### src/rtl/timer_irq_pkg.sv
package timer_irq_pkg;

  typedef struct packed {
    logic wr_hit;
    logic rd_hit;
  } tirq_access_t;

  function automatic tirq_access_t tirq_decode(
    input logic       wr,
    input logic       rd,
    input logic [7:0] addr,
    input logic [7:0] offset
  );
    tirq_access_t a;
    a.wr_hit = wr && (addr == offset);
    a.rd_hit = rd && (addr == offset);
    return a;
  endfunction

endpackage

### src/rtl/timer_irq_flag.sv
module timer_irq_flag (
  input  logic clk,
  input  logic rst,
  input  logic set_i,
  input  logic clr_i,
  output logic flag_q,
  output logic flag_d
);
  // set dominates clear when both arrive together
  always_comb flag_d = set_i | (flag_q & ~clr_i);

  always_ff @(posedge clk) begin
    if (rst) flag_q <= 1'b0;
    else     flag_q <= flag_d;
  end
endmodule

### src/rtl/timer_irq_status_bank.sv
module timer_irq_status_bank #(
  parameter int NUM_CH = 5
) (
  input  logic              clk,
  input  logic              rst,
  input  logic [NUM_CH-1:0] expire,
  input  logic [NUM_CH-1:0] clr_mask,
  output logic [NUM_CH-1:0] stat_q,
  output logic [NUM_CH-1:0] stat_d
);
  for (genvar ch = 0; ch < NUM_CH; ch++) begin : g_flag
    timer_irq_flag flag_i (
      .clk    (clk),
      .rst    (rst),
      .set_i  (expire[ch]),
      .clr_i  (clr_mask[ch]),
      .flag_q (stat_q[ch]),
      .flag_d (stat_d[ch])
    );
  end
endmodule

### src/rtl/timer_irq_enable_reg.sv
module timer_irq_enable_reg #(
  parameter int NUM_CH = 5
) (
  input  logic              clk,
  input  logic              rst,
  input  logic              load,
  input  logic [NUM_CH-1:0] load_val,
  output logic [NUM_CH-1:0] en_q,
  output logic [NUM_CH-1:0] en_d
);
  always_comb en_d = load ? load_val : en_q;

  always_ff @(posedge clk) begin
    if (rst) en_q <= '0;
    else     en_q <= en_d;
  end
endmodule

### src/rtl/timer_irq_readback.sv
module timer_irq_readback #(
  parameter int NUM_CH = 5,
  parameter int DATA_W = 32
) (
  input  logic              clk,
  input  logic              rst,
  input  logic              rd_hit,
  input  logic [NUM_CH-1:0] en_q,
  input  logic [NUM_CH-1:0] stat_q,
  output logic [DATA_W-1:0] rdata
);
  localparam int USED_W = 2 * NUM_CH;

  logic [DATA_W-1:0] word;

  always_comb begin
    word = '0;
    word[NUM_CH-1:0]      = en_q;
    word[USED_W-1:NUM_CH] = stat_q;
  end

  always_ff @(posedge clk) begin
    if (rst)         rdata <= '0;
    else if (rd_hit) rdata <= word;
    else             rdata <= '0;
  end
endmodule

### src/rtl/timer_irq_ctrl.sv
module timer_irq_ctrl #(
  parameter int          NUM_CH     = 5,
  parameter int          DATA_W     = 32,
  parameter int          ADDR_W     = 8,
  parameter logic [7:0]  REG_OFFSET = 8'h44
) (
  input  logic              clk,
  input  logic              rst,
  input  logic              bus_wr,
  input  logic              bus_rd,
  input  logic [ADDR_W-1:0] bus_addr,
  input  logic [DATA_W-1:0] bus_wdata,
  output logic [DATA_W-1:0] bus_rdata,
  input  logic [NUM_CH-1:0] expire,
  output logic [NUM_CH-1:0] irq
);
  import timer_irq_pkg::*;

  localparam int STAT_LSB = NUM_CH;
  localparam int STAT_MSB = 2 * NUM_CH - 1;

  tirq_access_t      acc;
  logic [NUM_CH-1:0] clr_mask;
  logic [NUM_CH-1:0] stat_q, stat_d;
  logic [NUM_CH-1:0] en_q, en_d;

  always_comb begin
    acc      = tirq_decode(bus_wr, bus_rd, 8'(bus_addr), REG_OFFSET);
    clr_mask = acc.wr_hit ? bus_wdata[STAT_MSB:STAT_LSB] : '0;
  end

  timer_irq_status_bank #(.NUM_CH(NUM_CH)) status_i (
    .clk      (clk),
    .rst      (rst),
    .expire   (expire),
    .clr_mask (clr_mask),
    .stat_q   (stat_q),
    .stat_d   (stat_d)
  );

  timer_irq_enable_reg #(.NUM_CH(NUM_CH)) enable_i (
    .clk      (clk),
    .rst      (rst),
    .load     (acc.wr_hit),
    .load_val (bus_wdata[NUM_CH-1:0]),
    .en_q     (en_q),
    .en_d     (en_d)
  );

  timer_irq_readback #(.NUM_CH(NUM_CH), .DATA_W(DATA_W)) read_i (
    .clk    (clk),
    .rst    (rst),
    .rd_hit (acc.rd_hit),
    .en_q   (en_q),
    .stat_q (stat_q),
    .rdata  (bus_rdata)
  );

  // lines registered from next-state values: no extra cycle of latency
  always_ff @(posedge clk) begin
    if (rst) irq <= '0;
    else     irq <= stat_d & en_d;
  end
endmodule

### config.mk
export PLATFORM = sky130hd
export DESIGN_NAME = timer_irq_ctrl
export DESIGN_NICKNAME = d
export VERILOG_FILES = /design/src/rtl/timer_irq_pkg.sv /design/src/rtl/timer_irq_flag.sv /design/src/rtl/timer_irq_status_bank.sv /design/src/rtl/timer_irq_enable_reg.sv /design/src/rtl/timer_irq_readback.sv /design/src/rtl/timer_irq_ctrl.sv
export SDC_FILE = /design/constraint.sdc
export NUM_CORES = 1
export LEC_CHECK = 0
export BUFFER_PORTS_ARGS = -buffer_cell sky130_fd_sc_hd__buf_4
export CAP_MARGIN = 25
export CORE_MARGIN = 2
export CORE_UTILIZATION = 35
export CTS_BUF_LIST = sky130_fd_sc_hd__clkbuf_16
export DETAILED_ROUTE_END_ITERATION = 16
export HOLD_SLACK_MARGIN = 0.15
export PLACE_DENSITY = 0.69
export SETUP_SLACK_MARGIN = 0.3
export SLEW_MARGIN = 15
export SYNTH_ARGS = -nofsm -noshare
export SYNTH_HDL_FRONTEND = slang
export SYNTH_HIERARCHICAL = 1
export SYNTH_SLANG_ARGS = --single-unit
export TNS_END_PERCENT = 20
### constraint.sdc
create_clock -name clk -period 2.4 [get_ports clk]
set_input_delay 0.48 -clock clk [delete_from_list [all_inputs] [get_ports clk]]
set_output_delay 0.48 -clock clk [all_outputs]
set_load 0.01 [all_outputs]
==> results.json <==
{
  "yosys.area.top_type": "dfxtp_1",
  "vdd.ir_drop.worst_uv": 274,
  "dr.pass1.iters": 2,
  "crit_path_frequent_cell": "buf_4",
  "hold_buffers": 0,
  "rsz0062_at_grt": "false",
  "core_mm2": 0.00328,
  "synthAdderAreaFrac_pct": 0,
  "viasPerCell": 3.95,
  "cts_buffer_depth": 2,
  "synth_area_leaders": "dfxtp_1, buf_4, and3b_1, nor3_2, nand2b_4",
  "htree_num_levels": 1,
  "fin_crit_ps": 1820,
  "p_leak_nw": 0.771,
  "hold_class": "input pin to register",
  "ys_seq_area_share_pct": 42.5,
  "gp_congestion": 0.767,
  "crit_chain": "buf_4 > or4_4 > nor3_2 > buf_4 > mux2_2 > and2b_1",
  "required_ps": 2550,
  "ioPinCount": 86,
  "hold_violations": 0,
  "synth_xor_area_share_pct": 0,
  "cts_resized": 0,
  "yosysTopAreaCellShare_pct": 42.5,
  "grt_pass1_wl_um": 2810,
  "dieArea_mm2": 0.00385,
  "netlist_instances": 116,
  "totalWireLength_um": 1920,
  "status": "complete, no violations",
  "fill_cells": 305,
  "drive_gt1_share_pct": 43.8,
  "numCtsBuffers": 3,
  "tns_ps": 0,
  "die_x_um": 62.0,
  "finClkSkew_ps": 1.12,
  "dp.cells": 202,
  "maxSlewHeadroom_pct": 63.7,
  "setup_ws_ps": 578,
  "slowest_delay_ps": 600,
  "clock_tree.root_cell": "clkbuf_16",
  "dp_hpwl_um": 1520,
  "cts_sinks": 25,
  "start_util_pct": 35.9,
  "final_area_mm2": 0.00154,
  "worst_pin_slew_ps": 542,
  "grt_usage_pct": 10.2,
  "start_kind": "input pin",
  "post-route-period-util_pct": 75.9,
  "die_height_um": 62.0,
  "ys_types": 17,
  "grt_max_degree": 26,
  "cts_tree": "yes",
  "path_clk_slew_ps": 60,
  "synth-simple-area-share_pct": 31.2,
  "synth_commonest_cells": "dfxtp_1, buf_4, nand2_1",
  "stdcell_count": 206,
  "grt_pass1_vias": 664,
  "setup_viol": 0,
  "synth_compound_area_share_pct": 3.72,
  "synth-async-reset-ratio_pct": 0,
  "max_freq_mhz": 549,
  "overflow": 0,
  "pre_cts_ws_ps": 294,
  "ys_warn_count": 6,
  "avgSynthCellArea_um2": 10.2,
  "path_max_fanout": 7,
  "syn_to_final_growth_pct": 30.4,
  "dr.first_iter.drc_count": 21,
  "synth_edf_count": 0,
  "netlist_area_mm2": 0.00118,
  "diodes": 0,
  "io_buffers": 41,
  "clk_latency_ps": 250,
  "cap_violations": 0,
  "synth.ff_latch_count": 25,
  "drcViolationCount": 0,
  "synth_most_common_cell": "dfxtp_1",
  "routed-via-count": 813,
  "synth_top_family_by_area": "simple AND/OR/NAND/NOR gates",
  "end_kind": "register",
  "synth_flop_cell": "dfxtp_1",
  "power.density_mw_per_mm2": 565,
  "rows": 21,
  "post_cts_buffers": 0,
  "antenna_found_initial": 0,
  "ant_nets": 0,
  "placed_area_mm2": 0.00146,
  "cp_slowest_cell": "or4_4",
  "final_max_slew_viol_count": 0,
  "wl_per_cell_um": 9.34,
  "crit_arrival_ps": 1970,
  "crit_type": "input pin to register",
  "final_nets": 210,
  "synthMuxAreaShare_pct": 4.78,
  "fin_total_pwr_uw": 869
}
==> logic make-up (layout without fill, tap and decap cells) <==
kind of cell,count (synthesis),count (layout)
compound gates,5,5
mux,5,5
buf+inv,31,54
flops,25,25
other cells,1,22
simple gates,49,49
==> metal layers <==
layer | GRT usage, % | part of all wire, % | wire length (um) | vias up
met3 | 2.28 | 12 | 232 | 8
met1 | 12.6 | 45 | 865 | 335
met5 | 0 | 0 | 0 | -
met2 | 15.0 | 39 | 755 | 54
li1 | - | - | - | 416
met4 | 8.21 | 3.6 | 70 | 0
==> sequential cells by signal, indices dropped and copies added (netlist names) <==
name                           count
read_i/rdata                      10
enable_i/en_q                      5
irq                                5
status_i/g_flag.flag_i/flag_q      5
==> power breakdown <==
group	switching, mW	internal [mW]
Clock	0.133	0.222
Combinational	0.0441	0.0423
Sequential	0.00558	0.421
==> cell type report <==
cell class	count	area (um^2)	share of cell area (%)
multi-input combinational	81	551	35.8
timing repair buffer	43	323	21.0
clock buffer	3	75.1	4.89
sequential	25	500	32.6
tap	46	57.6	3.75
inverter	7	26.3	1.71
clock inverter	1	3.75	0.244
==> through the flow <==
stage / hold WS [ps] / utilization (%)
after floorplan: 466 / -
after global placement: 470 / 44.4
after detailed placement: 481 / 44.4
after CTS: 476 / 46.8
after global routing: 488 / 46.8
final: 478 / 46.8
==> cell usage in the layout (no fill, tap or decap) <==
| master | synthesis | final |
|---|---|---|
| and3b_1 | 10 | 10 |
| dfxtp_1 | 25 | 25 |
| nor2_1 | 5 | 5 |
| conb_1 | 1 | 22 |
| nand2b_4 | 5 | 5 |
| nand2_1 | 15 | 15 |
| mux2_2 | 5 | 5 |
| or4_4 | 1 | 1 |
| buf_4 | 22 | 43 |
| nand4bb_1 | 1 | 1 |
| inv_1 | 7 | 8 |
| and2b_1 | 4 | 4 |
| a21oi_2 | 5 | 5 |
| nor2b_4 | 1 | 1 |
| clkbuf_16 | 0 | 3 |
| nor3_2 | 7 | 7 |
==> final timing paths <==
check                    from                          endpoint  slack, ps  cells past startpoint
max               bus_addr[1]                  enable_i/en_q[3]        580                      6
min reg2reg  enable_i/en_q[3]                   read_i/rdata[3]        490                      1
min                 expire[4]  status_i/g_flag[4].flag_i/flag_q        480                      3
max reg2reg  enable_i/en_q[2]                  enable_i/en_q[2]       1580                      2
==> critical path, delay by kind of cell <==
family                 cells  cell delay (ps)
AND/OR/NAND/NOR            3              870
multiplexers               1              340
buffers and inverters      2              280
No activity file was read; power rests on OpenSTA's default activity.
